--- config.mk ---
export PLATFORM = sky130hd
export DESIGN_NAME = cfg_port_bridge
export DESIGN_NICKNAME = d
export VERILOG_FILES = /design/src/rtl/cfgb_pkg.sv /design/src/rtl/cfgb_ptr_reg.sv /design/src/rtl/cfgb_xlate.sv /design/src/rtl/cfgb_resp.sv /design/src/rtl/cfg_port_bridge.sv
export SDC_FILE = /design/constraint.sdc
export NUM_CORES = 1
export LEC_CHECK = 0
export CORE_ASPECT_RATIO = 1.4
export CORE_MARGIN = 2
export CORE_UTILIZATION = 55
export DETAILED_ROUTE_END_ITERATION = 7
export DONT_BUFFER_PORTS = 1
export GPL_ROUTABILITY_DRIVEN = 0
export GPL_TIMING_DRIVEN = 0
export PLACE_DENSITY = 0.68
export SKIP_LAST_GASP = 1
export SYNTH_ARGS = -nofsm -noshare
export SYNTH_HDL_FRONTEND = slang
export SYNTH_SLANG_ARGS = --single-unit
--- constraint.sdc ---
create_clock -name clk_i -period 5.77 [get_ports clk_i]
set_clock_uncertainty 0.2 [all_clocks]
set_input_delay 1.154 -clock clk_i [delete_from_list [all_inputs] [get_ports clk_i]]
set_output_delay 1.154 -clock clk_i [all_outputs]
set_load 0.05 [all_outputs]
--- src/rtl/cfgb_pkg.sv ---
package cfgb_pkg;
  localparam int unsigned DW = 32;

  typedef enum logic {
    WIN_PTR  = 1'b0,
    WIN_DATA = 1'b1
  } win_e;

  // byte lanes covered by a length of 1..4
  function automatic logic [DW-1:0] lane_mask(input logic [2:0] len);
    case (len)
      3'd1:    lane_mask = 32'h0000_00ff;
      3'd2:    lane_mask = 32'h0000_ffff;
      3'd3:    lane_mask = 32'h00ff_ffff;
      default: lane_mask = 32'hffff_ffff;
    endcase
  endfunction

  // reverse bytes inside the low len bytes, zero above
  function automatic logic [DW-1:0] rev_bytes(input logic [DW-1:0] d,
                                              input logic [2:0]    len);
    case (len)
      3'd1:    rev_bytes = {24'd0, d[7:0]};
      3'd2:    rev_bytes = {16'd0, d[7:0], d[15:8]};
      3'd3:    rev_bytes = {8'd0, d[7:0], d[15:8], d[23:16]};
      default: rev_bytes = {d[7:0], d[15:8], d[23:16], d[31:24]};
    endcase
  endfunction
endpackage

--- src/rtl/cfgb_ptr_reg.sv ---
module cfgb_ptr_reg
  import cfgb_pkg::*;
(
  input  logic          clk_i,
  input  logic          rst_ni,
  input  logic          wr_i,
  input  logic [1:0]    off_i,
  input  logic [2:0]    len_i,
  input  logic [DW-1:0] wdata_i,
  output logic [DW-1:0] ptr_o
);
  logic take;

  // only aligned full-dword stores reach the pointer
  assign take = wr_i && (off_i == 2'd0) && (len_i == 3'd4);

  always_ff @(posedge clk_i or negedge rst_ni) begin
    if (!rst_ni)   ptr_o <= '0;
    else if (take) ptr_o <= wdata_i;
  end
endmodule

--- src/rtl/cfgb_xlate.sv ---
module cfgb_xlate #(
  parameter int unsigned CFG_BYTES = 256,
  localparam int unsigned REG_W    = $clog2(CFG_BYTES)
) (
  input  logic [23:0]      ptr_i,
  input  logic [1:0]       off_i,
  input  logic [2:0]       len_i,
  output logic [7:0]       bus_o,
  output logic [7:0]       devfn_o,
  output logic [REG_W-1:0] reg_o,
  output logic [2:0]       len_o
);
  logic [REG_W:0] room;
  logic [REG_W:0] len_ext;

  assign bus_o   = ptr_i[23:16];
  assign devfn_o = ptr_i[15:8];
  assign reg_o   = ptr_i[REG_W-1:0] | REG_W'(off_i);

  // bytes left before the end of configuration space
  assign room    = (REG_W+1)'(CFG_BYTES) - {1'b0, reg_o};
  assign len_ext = (REG_W+1)'(len_i);
  assign len_o   = (len_ext > room) ? room[2:0] : len_i;
endmodule

--- src/rtl/cfgb_resp.sv ---
module cfgb_resp
  import cfgb_pkg::*;
(
  input  logic          clk_i,
  input  logic          rst_ni,
  input  logic          rd_i,
  input  logic [DW-1:0] rd_data_i,
  output logic          rvalid_o,
  output logic [DW-1:0] rdata_o
);
  always_ff @(posedge clk_i or negedge rst_ni) begin
    if (!rst_ni) begin
      rvalid_o <= 1'b0;
      rdata_o  <= '0;
    end else begin
      rvalid_o <= rd_i;
      if (rd_i) rdata_o <= rd_data_i;
    end
  end
endmodule

--- src/rtl/cfg_port_bridge.sv ---
module cfg_port_bridge
  import cfgb_pkg::*;
#(
  parameter int unsigned CFG_BYTES  = 256,
  parameter bit          BIG_ENDIAN = 1'b0,
  localparam int unsigned REG_W     = $clog2(CFG_BYTES)
) (
  input  logic             clk_i,
  input  logic             rst_ni,
  input  logic             req_i,
  input  logic             we_i,
  input  logic             win_i,
  input  logic [1:0]       off_i,
  input  logic [2:0]       len_i,
  input  logic [DW-1:0]    wdata_i,
  output logic             rvalid_o,
  output logic [DW-1:0]    rdata_o,
  output logic             cfg_valid_o,
  output logic             cfg_we_o,
  output logic [7:0]       cfg_bus_o,
  output logic [7:0]       cfg_devfn_o,
  output logic [REG_W-1:0] cfg_reg_o,
  output logic [2:0]       cfg_len_o,
  output logic [DW-1:0]    cfg_wdata_o,
  input  logic             cfg_present_i,
  input  logic [DW-1:0]    cfg_rdata_i
);
  logic [DW-1:0] addr_q;
  logic [DW-1:0] wd_ord, ptr_ord, dev_ord, dev_cut, rd_d;
  logic          ptr_acc, data_acc, port_en, answer;

  assign ptr_acc  = req_i && (win_i == WIN_PTR);
  assign data_acc = req_i && (win_i == WIN_DATA);
  assign port_en  = addr_q[DW-1];
  assign answer   = port_en && cfg_present_i;

  assign dev_cut  = cfg_rdata_i & lane_mask(cfg_len_o);

  generate
    if (BIG_ENDIAN) begin : g_be
      assign wd_ord  = rev_bytes(wdata_i, len_i);
      assign ptr_ord = rev_bytes(addr_q, 3'd4);
      assign dev_ord = rev_bytes(dev_cut, len_i);
    end else begin : g_le
      assign wd_ord  = wdata_i & lane_mask(len_i);
      assign ptr_ord = addr_q;
      assign dev_ord = dev_cut;
    end
  endgenerate

  cfgb_ptr_reg u_ptr (
    .clk_i   (clk_i),
    .rst_ni  (rst_ni),
    .wr_i    (ptr_acc && we_i),
    .off_i   (off_i),
    .len_i   (len_i),
    .wdata_i (wd_ord),
    .ptr_o   (addr_q)
  );

  cfgb_xlate #(.CFG_BYTES(CFG_BYTES)) u_xlate (
    .ptr_i   (addr_q[23:0]),
    .off_i   (off_i),
    .len_i   (len_i),
    .bus_o   (cfg_bus_o),
    .devfn_o (cfg_devfn_o),
    .reg_o   (cfg_reg_o),
    .len_o   (cfg_len_o)
  );

  assign cfg_valid_o = data_acc && answer;
  assign cfg_we_o    = we_i;
  assign cfg_wdata_o = wd_ord;

  always_comb begin
    if (win_i == WIN_PTR) rd_d = ptr_ord;
    else if (!answer)     rd_d = '1;
    else                  rd_d = dev_ord;
  end

  cfgb_resp u_resp (
    .clk_i     (clk_i),
    .rst_ni    (rst_ni),
    .rd_i      (req_i && !we_i),
    .rd_data_i (rd_d),
    .rvalid_o  (rvalid_o),
    .rdata_o   (rdata_o)
  );
endmodule

==> qor.yml <==
status:
  status: "finished clean"
worst_setup_path:
  path_depth: 11
  startpoint_type: "input port"
  cp_num_buf_inv: 2
  critPathMaxStageDelay_ns: 0.97
  crit_path_end_kind: "output port"
  reg2regPathDepth: 12
  cpMaxStageDelayCell: "mux2i_1"
  critPathRequiredTime_ns: 4.42
  reg2reg_slack_ns: 2.13
  cpMostUsedCell: "ha_1"
  critPathMaxFanout: 7
  arrival_ns: 4.08
  worstSetupPathType: "input port to output port"
  critPathTopFamily: "multiplexers"
  crit_path_cell_trace: "or2_1 -> buf_4 -> inv_1 -> ha_1 -> xor2_1 -> ha_1 -> nand2_1 -> o21ai_0 -> nand4_1 -> a211oi_4 -> mux2i_1"
finish:
  areaGrowthSynthToFinish_pct: 8.19
  final-seq-area_um2: 1630
  fin_nets: 455
  design_area_um2: 3770
  multi_input_area_um2: 1520
  fill_cells: 529
  drive_gt1_share_pct: 21.8
  diodes: 0
logic_synthesis:
  syn_nets: 444
  synth_common_cells: "65 x dfrtp_1, 52 x nor2_1, 38 x nand2_1"
  synth_seq_area_share_pct: 46.7
  synthFlopType: "dfrtp_1"
  ys_ff_latch: 65
  synth_top_area_cell: "dfrtp_1"
  yosysMostFrequentCell: "dfrtp_1"
  synth-edff-count: 0
  async_flop_share_pct: 100
  syn_area_um2: 3480
  synth.top_cell.area_share_pct: 46.7
  synthTopCellsByArea: "dfrtp_1 47%, mux2_2 11%, buf_4 6.9%"
  avgSynthCellArea_um2: 9.54
  yosysWarnings: 0
  yosysUniqueCellTypes: 28
  synthCells: 365
clocking:
  clock_latency_ns: 0.34
  ctsResizeCount: 0
  cts_setup_buffers: 0
  cts_hold_buf: 0
  cts_buffer_depth: 2
  cts_num_sinks: 65
  clk_pin_slew_ns: 0.07
  cts-root-buf: "clkbuf_8"
  cts_buffers: 9
  cts-htree-levels: 3
  cts_tree: "yes"
detailed_routing:
  wl_met3_um: 771
  wire_per_inst_um: 18.9
  vias: 2675
  first_pass_iters: 4
  routed-wl-met2_um: 4440
  top_layer_used: "met4"
  wl_met1_um: 3170
  drc: 0
  wl_um: 8550
  ant_nets: 0
  drt_iter0_drc: 164
  viasPerCell: 5.92
pwr:
  p_leak_nw: 1.75
  powerDensity_nw_per_um2: 346
  peakVddDrop_mv: 0.164
sta:
  finalSetupViolCount: 0
  min_period_ns: 5.43
  hold_viol_final: 0
  min_period_over_period_pct: 94.2
  rsz0062_at_grt: "false"
  tightest_slew_ns: 1.12
  setup_tns_ns: 0
  slew_headroom_pct: 23.1
  max_freq_mhz: 184
  slew_viol_final: 0
worst_hold_path:
  hold_class: "input port to asynchronous set/reset pin"
floorplan:
  die_y_um: 98.2
  initial_utilization_pct: 56.5
  die_w_um: 71.3
  fp-row-count: 34
  die-area_um2: 7000
  core_um2: 6170
  pin_count: 169
global_route:
  grt_max_degree: 66
  first_global_vias: 2710
  antenna_found_initial: 0
  grt_usage_pct: 24.5
  grt_pass1_wl_um: 13300
  gr-total-overflow: 0
job:
  drv_cap: 0
placed_design:
  dpl_cell_area_um2: 3570
  hpwl_um: 6270
  io_buffer_count: 0
[routing by layer]
metal / global-route usage (%) / up-vias
li1: - / 1238
met5: 0 / -
met1: 28.7 / 1298
met3: 8.26 / 15
met4: 9.43 / 0
met2: 41.2 / 124
[kinds of logic (layout without fill, tap and decap cells)]
group | count (synthesis) | after routing | synth area share, %
simple gates | 127 | 127 | 16.6
compound gates | 71 | 71 | 12.7
xor+xnor | 3 | 3 | 0.754
flops | 65 | 65 | 46.7
fa+ha+maj | 4 | 4 | 1.44
buf+inv | 57 | 72 | 9.59
mux | 38 | 38 | 12.2
[power by group]
group / switching, mW / internal (mW) / leakage [nW]
Combinational: 0.178 / 0.0776 / 0.813
Clock: 0.170 / 0.220 / 0.102
Sequential: 0.158 / 0.502 / 0.837
[path summary, 6_finish.rpt]
path,from,endpoint
worst min-delay path,rst_ni,u_resp.rdata_o[0]
worst min register to register,u_ptr.ptr_o[29],u_ptr.ptr_o[29]
max in group asynchronous,rst_ni,u_resp.rdata_o[15]
worst max register to register,u_ptr.ptr_o[0],u_resp.rdata_o[21]
worst max-delay path,off_i[0],cfg_len_o[2]
min in group clk_i,u_ptr.ptr_o[29],u_ptr.ptr_o[29]
[final cells by class]
cell class | count | share of cell area [%]
clock buffer | 12 | 4.12
tap | 72 | 2.39
multi-input combinational | 243 | 40.4
sequential | 65 | 43.2
buffer | 50 | 8.17
inverter | 7 | 0.697
clock inverter | 3 | 1.06
[worst register-to-register path: stages (launching register included)]
cell	delay, ns
dfrtp_1	0.41
or2_1	0.23
buf_4	0.16
inv_1	0.06
ha_1	0.19
xor2_1	0.32
ha_1	0.23
nand2_1	0.06
o21ai_0	0.14
nand4_1	0.18
a211oi_4	0.41
mux2i_1	0.73
o21ai_1	0.16
[per-stage QoR]
| stage | cells | power [mW] | setup WS, ns | hold slack (ns) | util [%] |
|---|---|---|---|---|---|
| 2_1_floorplan | 365 | 0.887 | 0.638 | 0.280 | - |
| 3_3_place_gp | 437 | 0.919 | 0.396 | 0.290 | 57.9 |
| 3_5_place_dp | 437 | 0.926 | 0.360 | 0.294 | 57.9 |
| 4_1_cts | 452 | 1.31 | 0.329 | 0.289 | 61.1 |
| 5_1_grt | 452 | 1.36 | 0.148 | 0.276 | 61.1 |
| 6_report | 452 | 1.31 | 0.335 | 0.304 | 61.1 |
[cell usage in the layout (no fill, tap or decap), types with 11 or more instances in the layout]
cell,n
clkbuf_8,11
dfrtp_1,65
nand2_1,38
buf_4,32
o21ai_1,18
mux2_2,33
o21ai_0,18
and2_1,24
clkbuf_1,19
nor2_1,52
a22oi_1,24
[registers in the layout, summed over array words and instances, names as in the netlist]
signal / cells
u_resp.rdata_o: 32
u_ptr.ptr_o: 32
u_resp.rvalid_o: 1
No activity file was read; power rests on OpenSTA's default activity.
